$ cat src/rtl/exc_pkg.sv
package exc_pkg;

  localparam int XLEN   = 32;
  localparam int MODE_W = 5;
  localparam int NBANK  = 5;
  localparam int BSEL_W = $clog2(NBANK);
  localparam int IMASK_BIT = 7;
  localparam int FMASK_BIT = 6;
  localparam int TRAP_NUM_W = 24;

  // cause index doubles as the vector slot number
  typedef enum logic [2:0] {
    C_RST  = 3'd0,
    C_UND  = 3'd1,
    C_TRAP = 3'd2,
    C_PABT = 3'd3,
    C_DABT = 3'd4,
    C_RSVD = 3'd5,
    C_IRQ  = 3'd6,
    C_FIQ  = 3'd7
  } cause_e;

  localparam logic [MODE_W-1:0] M_USR = 5'b10000;
  localparam logic [MODE_W-1:0] M_FIQ = 5'b10001;
  localparam logic [MODE_W-1:0] M_IRQ = 5'b10010;
  localparam logic [MODE_W-1:0] M_SVC = 5'b10011;
  localparam logic [MODE_W-1:0] M_ABT = 5'b10111;
  localparam logic [MODE_W-1:0] M_UND = 5'b11011;

  function automatic logic [BSEL_W-1:0] bank_sel(input logic [MODE_W-1:0] m);
    case (m)
      M_FIQ:   bank_sel = BSEL_W'(0);
      M_IRQ:   bank_sel = BSEL_W'(1);
      M_SVC:   bank_sel = BSEL_W'(2);
      M_ABT:   bank_sel = BSEL_W'(3);
      M_UND:   bank_sel = BSEL_W'(4);
      default: bank_sel = BSEL_W'(0);
    endcase
  endfunction

  function automatic logic bank_has(input logic [MODE_W-1:0] m);
    bank_has = (m == M_FIQ) || (m == M_IRQ) || (m == M_SVC) ||
               (m == M_ABT) || (m == M_UND);
  endfunction

endpackage

$ cat src/rtl/exc_prio_arb.sv
module exc_prio_arb
  import exc_pkg::*;
(
  input  logic   clk,
  input  logic   rst_n,
  input  logic   rst_req_i,
  input  logic   dabt_i,
  input  logic   fiq_i,
  input  logic   irq_i,
  input  logic   pabt_i,
  input  logic   und_i,
  input  logic   trap_ok_i,
  input  logic   imask_i,
  input  logic   fmask_i,
  output logic   valid_o,
  output cause_e cause_o
);

  localparam int NREQ = 7;

  logic   [NREQ-1:0] req;
  cause_e            slot_cause [NREQ];
  logic   [NREQ:0]   seen;
  logic   [NREQ-1:0] gnt;
  logic   [2:0]      cause_or;

  // slot 0 is the highest priority
  always_comb begin
    req[0] = rst_req_i;
    req[1] = dabt_i;
    req[2] = fiq_i & ~fmask_i;
    req[3] = irq_i & ~imask_i;
    req[4] = pabt_i;
    req[5] = und_i;
    req[6] = trap_ok_i;
    slot_cause[0] = C_RST;
    slot_cause[1] = C_DABT;
    slot_cause[2] = C_FIQ;
    slot_cause[3] = C_IRQ;
    slot_cause[4] = C_PABT;
    slot_cause[5] = C_UND;
    slot_cause[6] = C_TRAP;
  end

  assign seen[0] = 1'b0;

  genvar k;
  generate
    for (k = 0; k < NREQ; k++) begin : g_chain
      assign gnt[k]    = req[k] & ~seen[k];
      assign seen[k+1] = seen[k] | req[k];
    end
  endgenerate

  always_comb begin
    cause_or = 3'd0;
    for (int j = 0; j < NREQ; j++) begin
      if (gnt[j]) cause_or = cause_or | slot_cause[j];
    end
  end

  assign valid_o = seen[NREQ];
  assign cause_o = cause_e'(cause_or);

  // at most one winner per cycle
  a_r2_single_grant: assert property (@(posedge clk) disable iff (!rst_n)
    $onehot0(gnt));

  // a masked IRQ never wins
  a_r7_irq_masked: assert property (@(posedge clk) disable iff (!rst_n)
    (valid_o && cause_o == C_IRQ) |-> !imask_i);

  // a masked FIQ never wins
  a_r7_fiq_masked: assert property (@(posedge clk) disable iff (!rst_n)
    (valid_o && cause_o == C_FIQ) |-> !fmask_i);

endmodule

$ cat src/rtl/exc_entry_decode.sv
module exc_entry_decode
  import exc_pkg::*;
(
  input  cause_e            cause_i,
  output logic [MODE_W-1:0] mode_o,
  output logic              set_f_o,
  output logic              save_o,
  output logic [XLEN-1:0]   link_off_o,
  output logic [XLEN-1:0]   vec_o
);

  always_comb begin
    set_f_o    = 1'b0;
    save_o     = 1'b1;
    link_off_o = XLEN'(4);
    case (cause_i)
      C_RST: begin
        mode_o  = M_SVC;
        set_f_o = 1'b1;
        save_o  = 1'b0;
      end
      C_UND:  mode_o = M_UND;
      C_TRAP: mode_o = M_SVC;
      C_PABT: mode_o = M_ABT;
      C_DABT: begin
        mode_o     = M_ABT;
        link_off_o = XLEN'(8);
      end
      C_IRQ:  mode_o = M_IRQ;
      C_FIQ: begin
        mode_o  = M_FIQ;
        set_f_o = 1'b1;
      end
      default: mode_o = M_SVC;
    endcase
  end

  // word slot per cause
  assign vec_o = {{(XLEN-5){1'b0}}, cause_i, 2'b00};

endmodule

$ cat src/rtl/exc_bank_file.sv
module exc_bank_file
  import exc_pkg::*;
#(
  parameter int W  = XLEN,
  parameter int NB = NBANK,
  localparam int SW = (NB > 1) ? $clog2(NB) : 1
)(
  input  logic          clk,
  input  logic          rst_n,
  input  logic          spsr_we_i,
  input  logic          lr_we_i,
  input  logic [SW-1:0] wr_sel_i,
  input  logic [W-1:0]  spsr_wd_i,
  input  logic [W-1:0]  lr_wd_i,
  input  logic [SW-1:0] rd_sel_i,
  input  logic          rd_ok_i,
  output logic [W-1:0]  spsr_rd_o,
  output logic [W-1:0]  lr_rd_o
);

  logic [NB-1:0][W-1:0] spsr_all;
  logic [NB-1:0][W-1:0] lr_all;

  genvar b;
  generate
    for (b = 0; b < NB; b++) begin : g_bank
      logic [W-1:0] spsr_q, spsr_d;
      logic [W-1:0] lr_q, lr_d;
      logic         hit;

      assign hit = (wr_sel_i == SW'(b));

      always_comb begin
        spsr_d = spsr_q;
        lr_d   = lr_q;
        if (spsr_we_i && hit) spsr_d = spsr_wd_i;
        if (lr_we_i && hit)   lr_d   = lr_wd_i;
      end

      always_ff @(posedge clk or negedge rst_n) begin
        if (!rst_n) begin
          spsr_q <= '0;
          lr_q   <= '0;
        end else begin
          spsr_q <= spsr_d;
          lr_q   <= lr_d;
        end
      end

      assign spsr_all[b] = spsr_q;
      assign lr_all[b]   = lr_q;
    end
  endgenerate

  assign spsr_rd_o = rd_ok_i ? spsr_all[rd_sel_i] : '0;
  assign lr_rd_o   = rd_ok_i ? lr_all[rd_sel_i]   : '0;

endmodule

$ cat src/rtl/exc_entry_ctrl.sv
module exc_entry_ctrl
  import exc_pkg::*;
(
  input  logic                  clk,
  input  logic                  rst_n,
  input  logic                  rst_req_i,
  input  logic                  und_i,
  input  logic                  trap_i,
  input  logic [31:0]           instr_i,
  input  logic                  pabt_i,
  input  logic                  dabt_i,
  input  logic                  irq_i,
  input  logic                  fiq_i,
  input  logic [31:0]           pc_i,
  input  logic                  eret_i,
  input  logic                  stat_we_i,
  input  logic [31:0]           stat_wdata_i,
  output logic                  taken_o,
  output logic                  pc_load_o,
  output logic [31:0]           vec_o,
  output logic [4:0]            mode_o,
  output logic                  irq_mask_o,
  output logic                  fiq_mask_o,
  output logic [31:0]           lr_o,
  output logic [31:0]           spsr_o,
  output logic [23:0]           trap_num_o
);

  localparam logic [XLEN-1:0] ALIGN_MASK = ~XLEN'(3);
  localparam logic [XLEN-1:0] STAT_RST =
    XLEN'((1 << IMASK_BIT) | (1 << FMASK_BIT)) | XLEN'(M_SVC);

  logic [XLEN-1:0]       cpsr_q, cpsr_d;
  logic [XLEN-1:0]       vec_q, vec_d;
  logic                  taken_q, taken_d;
  logic                  load_q, load_d;
  logic [TRAP_NUM_W-1:0] tnum_q, tnum_d;
  logic                  vec_en, tnum_en;

  logic                  trap_ok;
  logic                  gnt_valid;
  cause_e                gnt_cause;
  logic [MODE_W-1:0]     new_mode;
  logic                  new_set_f;
  logic                  new_save;
  logic [XLEN-1:0]       link_off;
  logic [XLEN-1:0]       vec_slot;

  logic                  bank_spsr_we, bank_lr_we;
  logic [BSEL_W-1:0]     bank_wsel, bank_rsel;
  logic                  bank_rok;
  logic [XLEN-1:0]       spsr_rd, lr_rd;

  assign trap_ok = trap_i && (instr_i[27:24] == 4'b1111);

  exc_prio_arb u_arb (
    .clk       (clk),
    .rst_n     (rst_n),
    .rst_req_i (rst_req_i),
    .dabt_i    (dabt_i),
    .fiq_i     (fiq_i),
    .irq_i     (irq_i),
    .pabt_i    (pabt_i),
    .und_i     (und_i),
    .trap_ok_i (trap_ok),
    .imask_i   (cpsr_q[IMASK_BIT]),
    .fmask_i   (cpsr_q[FMASK_BIT]),
    .valid_o   (gnt_valid),
    .cause_o   (gnt_cause)
  );

  exc_entry_decode u_dec (
    .cause_i    (gnt_cause),
    .mode_o     (new_mode),
    .set_f_o    (new_set_f),
    .save_o     (new_save),
    .link_off_o (link_off),
    .vec_o      (vec_slot)
  );

  assign bank_rsel = bank_sel(cpsr_q[MODE_W-1:0]);
  assign bank_rok  = bank_has(cpsr_q[MODE_W-1:0]);
  assign bank_wsel = bank_sel(new_mode);

  exc_bank_file #(.W(XLEN), .NB(NBANK)) u_banks (
    .clk       (clk),
    .rst_n     (rst_n),
    .spsr_we_i (bank_spsr_we),
    .lr_we_i   (bank_lr_we),
    .wr_sel_i  (bank_wsel),
    .spsr_wd_i (cpsr_q),
    .lr_wd_i   ((pc_i & ALIGN_MASK) + link_off),
    .rd_sel_i  (bank_rsel),
    .rd_ok_i   (bank_rok),
    .spsr_rd_o (spsr_rd),
    .lr_rd_o   (lr_rd)
  );

  // next-state: entry over return over status write
  always_comb begin
    cpsr_d       = cpsr_q;
    vec_d        = vec_q;
    taken_d      = 1'b0;
    load_d       = 1'b0;
    tnum_d       = tnum_q;
    bank_spsr_we = 1'b0;
    bank_lr_we   = 1'b0;
    if (gnt_valid) begin
      taken_d = 1'b1;
      load_d  = 1'b1;
      vec_d   = vec_slot;
      cpsr_d[MODE_W-1:0] = new_mode;
      cpsr_d[IMASK_BIT]  = 1'b1;
      if (new_set_f) cpsr_d[FMASK_BIT] = 1'b1;
      bank_spsr_we = new_save;
      bank_lr_we   = new_save;
      if (gnt_cause == C_TRAP) tnum_d = instr_i[TRAP_NUM_W-1:0];
    end else if (eret_i && bank_rok) begin
      load_d = 1'b1;
      vec_d  = lr_rd & ALIGN_MASK;
      cpsr_d = spsr_rd;
    end else if (stat_we_i) begin
      cpsr_d = stat_wdata_i;
    end
  end

  assign vec_en  = load_d;
  assign tnum_en = gnt_valid && (gnt_cause == C_TRAP);

  always_ff @(posedge clk or negedge rst_n) begin
    if (!rst_n) begin
      cpsr_q  <= STAT_RST;
      vec_q   <= '0;
      taken_q <= 1'b0;
      load_q  <= 1'b0;
      tnum_q  <= '0;
    end else begin
      cpsr_q  <= cpsr_d;
      taken_q <= taken_d;
      load_q  <= load_d;
      if (vec_en)  vec_q  <= vec_d;
      if (tnum_en) tnum_q <= tnum_d;
    end
  end

  assign taken_o    = taken_q;
  assign pc_load_o  = load_q;
  assign vec_o      = vec_q;
  assign mode_o     = cpsr_q[MODE_W-1:0];
  assign irq_mask_o = cpsr_q[IMASK_BIT];
  assign fiq_mask_o = cpsr_q[FMASK_BIT];
  assign lr_o       = lr_rd;
  assign spsr_o     = spsr_rd;
  assign trap_num_o = tnum_q;

  // every entry is also a PC load
  a_r10_taken_loads: assert property (@(posedge clk) disable iff (!rst_n)
    taken_o |-> pc_load_o);

  // a reset request lands in supervisor mode with both masks set at slot 0
  a_r9_reset_entry: assert property (@(posedge clk) disable iff (!rst_n)
    rst_req_i |=> (taken_o && mode_o == M_SVC && irq_mask_o && fiq_mask_o
                   && vec_o == '0));

  // non-reset entry saved the pre-entry status
  a_r4_status_saved: assert property (@(posedge clk) disable iff (!rst_n)
    (rst_n && !rst_req_i && gnt_valid) |=> (spsr_o == $past(cpsr_q)));

  // link value for word-step causes
  a_r6_link_value: assert property (@(posedge clk) disable iff (!rst_n)
    (gnt_valid && gnt_cause != C_RST && gnt_cause != C_DABT)
      |=> (lr_o == (($past(pc_i) & ALIGN_MASK) + XLEN'(4))));

  // vector outputs are always word aligned
  a_r1_vec_aligned: assert property (@(posedge clk) disable iff (!rst_n)
    pc_load_o |-> (vec_o[1:0] == 2'b00));

  // a return takes the mode held in the saved copy
  a_r8_return_mode: assert property (@(posedge clk) disable iff (!rst_n)
    (!gnt_valid && eret_i && bank_rok) |=>
      (pc_load_o && !taken_o && mode_o == $past(spsr_rd[MODE_W-1:0])));

endmodule

$ cat config.mk
export PLATFORM = sky130hd
export DESIGN_NAME = exc_entry_ctrl
export DESIGN_NICKNAME = d
export VERILOG_FILES = /design/src/rtl/exc_pkg.sv /design/src/rtl/exc_prio_arb.sv /design/src/rtl/exc_entry_decode.sv /design/src/rtl/exc_bank_file.sv /design/src/rtl/exc_entry_ctrl.sv
export SDC_FILE = /design/constraint.sdc
export NUM_CORES = 1
export LEC_CHECK = 0
export ABC_CLOCK_PERIOD_IN_PS = 4150
export BUFFER_PORTS_ARGS = -buffer_cell sky130_fd_sc_hd__buf_2
export CORE_MARGIN = 2
export CORE_UTILIZATION = 45
export CTS_BUF_LIST = sky130_fd_sc_hd__clkbuf_2 sky130_fd_sc_hd__clkbuf_4 sky130_fd_sc_hd__clkbuf_8
export CTS_CLUSTER_DIAMETER = 60
export CTS_CLUSTER_SIZE = 25
export DETAILED_ROUTE_END_ITERATION = 10
export GPL_ROUTABILITY_DRIVEN = 1
export GPL_TIMING_DRIVEN = 0
export PLACE_DENSITY = 0.63
export RECOVER_POWER = 100
export SYNTH_ARGS = -nofsm -noshare
export SYNTH_HDL_FRONTEND = slang
export SYNTH_HIERARCHICAL = 1
export SYNTH_SLANG_ARGS = --single-unit
$ cat constraint.sdc
create_clock -name clk -period 4.15 [get_ports clk]
set_input_delay 0.415 -clock clk [delete_from_list [all_inputs] [get_ports clk]]
set_output_delay 0.415 -clock clk [all_outputs]
set_load 0.02 [all_outputs]
==> results.ini, run 1 <==
[setup_path]
max_stage_delay_ns = 0.55
reg2reg_to = u_banks/g_bank[4].lr_q[24]
r2r-start = cpsr_q[7]
reg2reg_depth = 16
cpMaxStageDelayCell = dfstp_2
endpoint_kind = flip-flop
crit_start = cpsr_q[7]
crit_type = reg -> reg
timing.critical_path.mode_cell = inv_1
cp_max_fo = 8
cp_data_required_time_ns = 4.65
rrSetupSlack_ns = 0.19
crit_chain = inv_1, a21oi_4, a21boi_4, or3b_4, inv_1, inv_1, fa_1, nand2b_2, a21oi_4, nor2_1, o31ai_4, a31o_4, a221oi_1, xnor2_1, clkbuf_2, mux2_4
critPathArrivalTime_ns = 4.46
critPathLaunchType = flip-flop

[yosys]
yosysTopAreaCell = dfrtp_1
synth_edf_count = 0
async_reset_ff_share_pct = 100
avgSynthCellArea_um2 = 12.6
synthFlopType = dfrtp_1
yosys.cell_types.count = 73
yosys_warnings = 6
syn-cell-area_um2 = 21000
synth_area_leaders = dfrtp_1, mux2_2, mux2i_1, mux2_4, buf_4
synth_seq_cells = 410
netlist_instances = 1661
yosysSeqAreaShare_pct = 49.0
yosysMostFrequentCell = dfrtp_1
synth.top_cells.by_count = dfrtp_1, mux2_2, mux2i_1
synth_top_area_share_pct = 48.3

[floorplan]
start_util_pct = 45.3
die_area_um2 = 48300
die_h_um = 220
die_w_um = 220
coreArea_um2 = 46300
rows = 79
io_pins = 236

[route]
ant_nets = 0
via_count = 14000
routed_wl_um = 53300
drc = 0
drt_pass1_iterations = 4
wl_per_cell_um = 20.1
drt_iter0_drc = 752
viasPerCell = 5.28

[global_routing]
use_met2_pct = 37.2
grt_pass1_wl_um = 81200
gr-total-overflow = 0
grt_pass1_vias = 14300
globalRoute.busiestLayer = met2
antenna_found_initial = 1
grt_max_degree = 125
gr-usage-met1_pct = 28.4
grt_util_met3_pct = 3.12
grt_usage_pct = 21.9

[place]
io_buffers = 228
routabilityCongestion = 0.832
dpl.hpwl_um = 37300

[sta]
fmax_mhz = 253
post-route-period-util_pct = 95.4
setup_viol = 0
rsz0062_at_grt = false
hold_violations = 0
max_slew.worst_pin.slew_ns = 1.91
finClkSkew_ns = 0.0300
fin_setup_tns_ns = 0
drv_slew = 70
maxSlewHeadroom_pct = -27.4
timing.final.crit_period_ns = 3.96

[outcome]
failed_checks = capacitance limit, slew limit
status = complete, but fails checks

[power]
total_power_mw = 12.3
vdd_drop_max_mv = 0.318
power_density_nw_per_um2 = 513
p_leak_nw = 11.9

[hold_path]
hold-path-cell-count = 2
min_to = trap_num_o[13]
hold_path.class = in -> reg
worstHoldStart = instr_i[13]

[cells_and_area]
drive_gt1_share_pct = 32.6
syn_to_final_growth_pct = 14.3
multi_input_area_um2 = 9600
num-nets-final = 2153
nFillCells = 4194
register_area_um2 = 10300

[clocking]
path_clk_slew_ns = 0.11
numCtsBuffers = 37
htreeDepth = 2
clk_path_buf_depth = 3
clock_latency_ns = 0.62
cts_sinks = 410
cts-root-buf = clkbuf_8
cts_tree = built

[job]
timing.max_cap.violations = 1

-- repair_timing --
action	4_1_cts	5_1_grt
pin swaps	3	3
setup endpoints to repair	65	62
hold buffers	22	0
cloned	0	0
buffers inserted	2	3
gates resized for setup	7	20
hold endpoints to repair	90	0
-- metal layers --
layer	vias to the layer above	part of all wire, %
li1	6595	-
met1	7072	44
met2	254	49
met3	85	3.9
met4	0	3.0
met5	-	0
-- registers in the layout, summed over array words and instances (netlist names) --
register / flops
taken_o: 1
trap_num_o: 24
pc_load_o: 1
u_banks/g_bank.lr_q: 160
u_banks/g_bank.spsr_q: 160
cpsr_q: 32
vec_o: 32
-- critical path, delay by kind of cell, from the launching register on --
family / cells / cell delay (ns)
AO/OA/AOI/OAI: 6 / 1.21
AND/OR/NAND/NOR: 3 / 0.78
adder cells (fa/ha/maj): 1 / 0.45
buffers and inverters: 4 / 0.42
XOR/XNOR: 1 / 0.15
multiplexers: 1 / 0.26
flip-flops: 1 / 0.55
-- where the power goes --
part           switching [mW]  internal, mW  total, mW  leakage, nW
clock network            1.58          1.22       2.79        0.440
registers               0.693          5.25       5.95         5.12
logic                    1.77          1.78       3.56         6.34
total                    4.04          8.26       12.3         11.9
-- cell usage in the layout, fill, tap and decap left out, drive strengths merged, types with 29 or more instances in the layout --
master,count
a21o,76
buf,252
conb,60
clkbuf,192
dfrtp,405
ha,29
o21ai,87
mux2i,189
o22ai,65
nand2,96
mux2,344
-- kinds of logic (layout without fill, tap and decap cells) --
family / Yosys count / count (layout) / share of synthesized area (%)
DFF: 410 / 410 / 49.0
other: 2 / 61 / 0.0358
AOI/OAI and AO/OA: 298 / 298 / 9.20
and+or+nand+nor: 185 / 185 / 4.59
adders and majority gates: 30 / 30 / 1.83
muxes: 533 / 533 / 28.6
buffers and inverters: 177 / 503 / 5.73
xor gates and xnor gates: 26 / 26 / 1.09
-- worst max path at each step --
stage / to / slack [ns] / depth (start not counted)
floorplan: u_banks/g_bank[0].lr_q[24] / 0.47 / 15
global placement: trap_num_o[11] / -5.41 / 1
detailed placement: u_banks/g_bank[3].lr_q[24] / -0.75 / 16
CTS: u_banks/g_bank[2].lr_q[28] / 0.06 / 15
global route: u_banks/g_bank[0].lr_q[24] / 0.005 / 16
finish: u_banks/g_bank[4].lr_q[24] / 0.19 / 16
-- through the flow --
step                hold slack [ns]  cells  cell area (um^2)  util [%]  setup slack, ns
floorplan                     0.119   1719             21200         -            0.470
global placement              0.466   2554             23100      49.9            -5.41
detailed placement            0.433   2557             23200      50.1           -0.750
CTS                        0.000407   2649             24300      52.6           0.0583
global route                 0.0163   2653             24000      51.8          0.00463
finish                       0.0475   2653             24000      51.8            0.191
-- layout make-up --
type                    instances  area share, %
clock buffers                  43           2.44
repair buffers                258           5.70
flip-flops and latches        410           42.8
clock inverters                25           1.26
diodes                          1         0.0104
plain buffers                 165           4.32
multi-input cells            1132           40.1
well taps                     607           3.17
inverters                      12          0.188
Note: power is estimated with default switching activity, not from simulation.
==> run 2, diff against run 1 <==
--- a/config.mk
+++ b/config.mk
@@ -8,14 +8,14 @@
 export ABC_CLOCK_PERIOD_IN_PS = 4150
 export BUFFER_PORTS_ARGS = -buffer_cell sky130_fd_sc_hd__buf_2
 export CORE_MARGIN = 2
-export CORE_UTILIZATION = 45
+export CORE_UTILIZATION = 42
 export CTS_BUF_LIST = sky130_fd_sc_hd__clkbuf_2 sky130_fd_sc_hd__clkbuf_4 sky130_fd_sc_hd__clkbuf_8
 export CTS_CLUSTER_DIAMETER = 60
 export CTS_CLUSTER_SIZE = 25
 export DETAILED_ROUTE_END_ITERATION = 10
 export GPL_ROUTABILITY_DRIVEN = 1
 export GPL_TIMING_DRIVEN = 0
-export PLACE_DENSITY = 0.63
+export PLACE_DENSITY = 0.59
 export RECOVER_POWER = 100
 export SYNTH_ARGS = -nofsm -noshare
 export SYNTH_HDL_FRONTEND = slang
==> results.ini, run 2 (synthesis results as in run 1) <==
[outcome]
status = complete, but fails checks
failed_checks = capacitance limit, slew limit

[floorplan]
rows = 81  ; +2.5%
die_area_um2 = 51700  ; +7.0%
coreArea_um2 = 49200  ; +6.3%
start_util_pct = 42.7  ; -2.7 points
die_w_um = 227  ; +3.4%
die_h_um = 227  ; +3.4%
io_pins = 236  ; unchanged

[sta]
timing.final.crit_period_ns = 3.98  ; +0.0243 ns
rsz0062_at_grt = false
setup_viol = 0  ; unchanged
fin_hold_ws_ns = 0.0752  ; +0.0277 ns
hold_violations = 0  ; unchanged
post-route-period-util_pct = 96.0  ; +0.59 points
fin_setup_tns_ns = 0  ; unchanged
maxSlewHeadroom_pct = -23.9  ; +3.6 points
fmax_mhz = 251  ; -0.61%
finClkSkew_ns = 0.0334  ; +0.00340 ns
max_slew.worst_pin.slew_ns = 1.86  ; -0.0539 ns
drv_slew = 71  ; +1.4%

[place]
routabilityCongestion = 0.821  ; -1.4%
dpl.hpwl_um = 37900  ; +1.5%
place_area_um2 = 23200  ; +0.31%
io_buffers = 228  ; unchanged

[global_routing]
grt_pass1_wl_um = 83500  ; +2.8%
grt_pass1_vias = 14200  ; -0.97%
grt_max_degree = 126  ; +0.80%
gr-total-overflow = 0  ; unchanged
grt_usage_pct = 21.3  ; -0.60 points
antenna_found_initial = 2  ; +1

[cells_and_area]
final_cell_mix = dfrtp_1, mux2_2, mux2i_1
final_common_cell = dfrtp_1
num-nets-final = 2153  ; unchanged
register_area_um2 = 10300  ; unchanged
multi_input_area_um2 = 9610  ; about the same
reg_top3 = u_banks/g_bank.lr_q (160), u_banks/g_bank.spsr_q (160)
design_area_um2 = 24100  ; +0.40%
syn_to_final_growth_pct = 14.7
drive_gt1_share_pct = 33.6  ; +1.0 points
final_core_util_pct = 48.9  ; -2.9 points
nFillCells = 4581  ; +9.2%

[route]
ant_nets = 0  ; unchanged
via_count = 14100  ; +0.71%
routed_wl_um = 55000  ; +3.2%
drc = 0  ; unchanged
drt_iter0_drc = 814  ; +8.2%
viasPerCell = 5.21  ; -1.4%
drt_pass1_iterations = 7  ; +3
wl_per_cell_um = 20.3  ; +1.1%

[hold_path]
hold_path.class = in -> reg
hold-path-cell-count = 3  ; +1

[clocking]
cts-root-buf = clkbuf_8
htreeDepth = 2  ; unchanged
cts_tree = built
cts_sinks = 410  ; unchanged
clk_path_buf_depth = 3  ; unchanged
numCtsBuffers = 37  ; unchanged
path_clk_slew_ns = 0.12  ; about the same
clock_latency_ns = 0.62  ; about the same

[setup_path]
max_stage_delay_ns = 0.57  ; +0.02 ns
cp_data_required_time_ns = 4.70  ; +0.05 ns
cp_max_fo = 8  ; unchanged
cpMaxStageDelayCell = dfstp_2
critPathArrivalTime_ns = 4.53  ; +0.07 ns
reg2reg_depth = 15  ; -1
crit_chain = inv_1, a21oi_2, a21boi_2, or3b_4, inv_1, inv_1, fa_1, nand2b_1, a21oi_2, o211ai_1, a22o_1, o211ai_1, o211ai_1, xnor2_2, mux2_2
crit_type = reg -> reg
endpoint_kind = flip-flop
critPathLaunchType = flip-flop

[power]
vdd_drop_max_mv = 0.209  ; -34%
power_density_nw_per_um2 = 512  ; -0.30%
total_power_mw = 12.3  ; +0.10%
p_leak_nw = 11.9  ; +0.32%

[job]
timing.max_cap.violations = 1  ; unchanged

-- run 2: metal layers --
layer	part of all wire, %	GRT usage [%]	vias to the layer above
li1	-	-	6580
met1	45	28.7	7167
met2	49	35.6	285
met3	4.0	2.84	73
met4	2.5	6.92	0
met5	0	0	-
-- run 2: worst paths after layout --
check | startpoint | to | slack (ns)
max | cpsr_q[7] | u_banks/g_bank[2].lr_q[28] | 0.17
min | stat_wdata_i[14] | cpsr_q[14] | 0.08
max reg2reg | cpsr_q[7] | u_banks/g_bank[2].lr_q[28] | 0.17
min reg2reg | u_banks/g_bank[2].spsr_q[7] | u_banks/g_bank[2].spsr_q[7] | 0.49
max in group asynchronous | rst_n | vec_o[25] | 0.81
min in group asynchronous | rst_n | u_banks/g_bank[4].spsr_q[28] | 0.82
-- run 2: cell type report --
cell class,instances,area share [%]
antenna,3,0.0312
inverter,12,0.187
multi-input combinational,1132,39.9
tap,664,3.45
buffer,165,4.46
clock buffer,40,2.24
clock inverter,25,1.31
sequential,410,42.7
timing repair buffer,258,5.72
-- run 2: where the power goes --
part,leakage [nW],internal [mW],total (mW),switching [mW]
combinational,6.38,1.82,3.60,1.78
sequential,5.13,5.25,5.95,0.700
clock,0.431,1.12,2.75,1.63
-- run 2: per-stage QoR --
step | worst slack (ns) | std cells
2_1_floorplan | 0.470 | 1719
3_3_place_gp | -5.47 | 2611
3_5_place_dp | -0.606 | 2614
4_1_cts | 0.0299 | 2704
5_1_grt | 0.00185 | 2707
6_report | 0.167 | 2709
-- run 2: worst max-delay path, delay by kind of cell (launching register included) --
| kind | cells | cell delay, ns |
|---|---|---|
| AOI/OAI and AO/OA | 7 | 1.43 |
| xor gates and xnor gates | 1 | 0.36 |
| adders and majority gates | 1 | 0.45 |
| buffers and inverters | 3 | 0.21 |
| DFF | 1 | 0.57 |
| muxes | 1 | 0.23 |
| and+or+nand+nor | 2 | 0.65 |
-- run 2: what timing repair did --
action	CTS	global route
gates resized for setup	7	5
hold buffers	25	0
pin swaps	0	1
endpoints found under the hold margin	93	0
setup endpoints to repair	40	55
buffers inserted	0	2
==> run 3, diff against run 2 <==
--- a/config.mk
+++ b/config.mk
@@ -7,6 +7,8 @@
 export LEC_CHECK = 0
 export ABC_CLOCK_PERIOD_IN_PS = 4150
 export BUFFER_PORTS_ARGS = -buffer_cell sky130_fd_sc_hd__buf_2
+export CELL_PAD_IN_SITES_DETAIL_PLACEMENT = 1
+export CELL_PAD_IN_SITES_GLOBAL_PLACEMENT = 2
 export CORE_MARGIN = 2
 export CORE_UTILIZATION = 42
 export CTS_BUF_LIST = sky130_fd_sc_hd__clkbuf_2 sky130_fd_sc_hd__clkbuf_4 sky130_fd_sc_hd__clkbuf_8
@@ -15,7 +17,7 @@
 export DETAILED_ROUTE_END_ITERATION = 10
 export GPL_ROUTABILITY_DRIVEN = 1
 export GPL_TIMING_DRIVEN = 0
-export PLACE_DENSITY = 0.59
+export PLACE_DENSITY = 0.82
 export RECOVER_POWER = 100
 export SYNTH_ARGS = -nofsm -noshare
 export SYNTH_HDL_FRONTEND = slang
==> results.ini, run 3 (synthesis results as in run 1) <==
[setup_path]
endpoint_kind = flip-flop
max_stage_delay_ns = 0.58  ; about the same
critPathLaunchType = flip-flop
critical_path.top_delay_family = compound AO/OA/AOI/OAI gates
cp_max_fo = 8  ; unchanged
cp_data_required_time_ns = 4.75  ; +0.05 ns
crit_chain = inv_1, a21oi_4, a21boi_4, or3b_4, inv_1, ha_1, a21o_1, nand4_1, a21oi_2, o2111ai_2, a21o_2, o211a_1, o22ai_1, mux2_2
crit_type = reg -> reg
path_buf_inv = 2  ; -1
critPathArrivalTime_ns = 4.56  ; +0.03 ns
timing.critical_path.mode_cell = inv_1
cpMaxStageDelayCell = dfstp_2

[route]
ant_nets = 0  ; unchanged
drt_pass1_iterations = 4  ; -3
viasPerCell = 5.26  ; +1.1%
wl_per_cell_um = 21.6  ; +6.3%
drc = 0  ; unchanged
routed_wl_um = 58900  ; +7.0%
drt_iter0_drc = 668  ; -18%
via_count = 14400  ; +1.8%

[floorplan]
die_w_um = 227  ; unchanged
coreArea_um2 = 49200  ; unchanged
start_util_pct = 42.7  ; unchanged
io_pins = 236  ; unchanged
rows = 81  ; unchanged
die_area_um2 = 51700  ; unchanged
die_h_um = 227  ; unchanged

[clocking]
cts_tree = built
numCtsBuffers = 37  ; unchanged
cts-root-buf = clkbuf_8
cts_sinks = 410  ; unchanged
path_clk_slew_ns = 0.13  ; about the same
clk_path_buf_depth = 3  ; unchanged
htreeDepth = 2  ; unchanged
clock_latency_ns = 0.66  ; +0.04 ns

[sta]
max_slew.worst_pin.slew_ns = 2.62  ; +0.764 ns
setup_viol = 0  ; unchanged
fin_hold_ws_ns = 0.0473  ; -0.0278 ns
hold_violations = 0  ; unchanged
fmax_mhz = 252  ; +0.55%
post-route-period-util_pct = 95.5  ; -0.53 points
drv_slew = 98  ; +38%
maxSlewHeadroom_pct = -74.8  ; -51 points
finClkSkew_ns = 0.0387  ; +0.00530 ns
timing.final.crit_period_ns = 3.96  ; -0.0219 ns

[cells_and_area]
final_cell_mix = dfrtp_1, mux2_2, buf_2
final_common_cell = dfrtp_1
syn_to_final_growth_pct = 17.8
final_core_util_pct = 50.3  ; +1.3 points
drive_gt1_share_pct = 39.2  ; +5.6 points
num-nets-final = 2169  ; +0.74%
reg_top3 = u_banks/g_bank.lr_q (160), u_banks/g_bank.spsr_q (160)
design_area_um2 = 24700  ; +2.7%

[global_routing]
gr-usage-met1_pct = 29.9  ; +1.1 points
globalRoute.busiestLayer = met2
grt_pass1_wl_um = 90700  ; +8.7%
grt_util_met3_pct = 3.88  ; +1.0 points
use_met2_pct = 39.2  ; +3.7 points
antenna_found_initial = 0  ; -2
gr-total-overflow = 0  ; unchanged
grt_max_degree = 110  ; -13%
grt_pass1_vias = 15500  ; +9.3%
grt_usage_pct = 23.0  ; +1.7 points

[place]
io_buffers = 228  ; unchanged
dpl.hpwl_um = 41100  ; +8.6%
routabilityCongestion = 0.810  ; -1.3%
place_area_um2 = 23200  ; unchanged

[hold_path]
hold_path.class = in -> reg

[power]
total_power_mw = 12.7  ; +3.0%
p_leak_nw = 12.3  ; +3.4%
vdd_drop_max_mv = 0.277  ; +33%
power_density_nw_per_um2 = 513  ; +0.35%

[outcome]
status = complete, but fails checks
failed_checks = capacitance limit, slew limit

[job]
timing.max_cap.violations = 1  ; unchanged

-- run 3: final cells by class --
class                      instances  area, um^2
antenna                            3        7.51
fill                            5184       24500
buffer                           165        1160
clock buffer                      40         544
clock inverter                    28         392
inverter                          12        45.0
timing repair buffer             274        1640
tap                              664         831
sequential                       410       10300
multi-input combinational       1132        9810
-- run 3: worst min-delay path, delay by kind of cell --
| family | cells | cell delay (ns) |
|---|---|---|
| buf+inv | 1 | 0.08 |
| mux | 1 | 0.07 |
| compound gates | 1 | 0.11 |
-- run 3: layer usage --
| layer | part of all wire [%] | wire length [um] |
|---|---|---|
| met5 | 0 | 0 |
| met4 | 2.8 | 1660 |
| met3 | 3.9 | 2300 |
| met2 | 49 | 28900 |
| met1 | 44 | 26000 |
-- run 3: through the flow --
step / TNS, ns / setup slack, ns / instances
after detailed placement: -41.06 / -0.970 / 2614
after global routing: -0.0584 / -0.0162 / 2725
after global placement: -2238.01 / -5.46 / 2611
after CTS: 0 / 0.0132 / 2724
final: 0 / 0.189 / 2728
after floorplan: 0 / 0.470 / 1719
-- run 3: power by group --
group | internal [mW] | switching (mW) | total, mW
Combinational | 1.94 | 1.82 | 3.76
Sequential | 5.25 | 0.747 | 6.00
Clock | 1.13 | 1.79 | 2.92
Total | 8.32 | 4.36 | 12.7
-- run 3: worst paths after layout --
kind	start	end	slack (ns)	cells after the start
hold reg to reg	trap_num_o[2]	trap_num_o[2]	0.50	1
min in group asynchronous	rst_n	u_banks/g_bank[4].spsr_q[26]	1.05	2
max in group asynchronous	rst_n	vec_o[22]	1.12	4
hold / removal	stat_wdata_i[31]	cpsr_q[31]	0.05	3
setup reg to reg	cpsr_q[7]	u_banks/g_bank[1].lr_q[31]	0.19	14
setup / recovery	cpsr_q[7]	u_banks/g_bank[1].lr_q[31]	0.19	14
-- run 3: repair_timing --
item                       CTS  global route
hold endpoints to repair   131             0
setup endpoints to repair   59            75
gates cloned                 0             0
setup buffers                3             1
resized for setup            9            17
hold buffers                39             0
pin swaps                    2             8
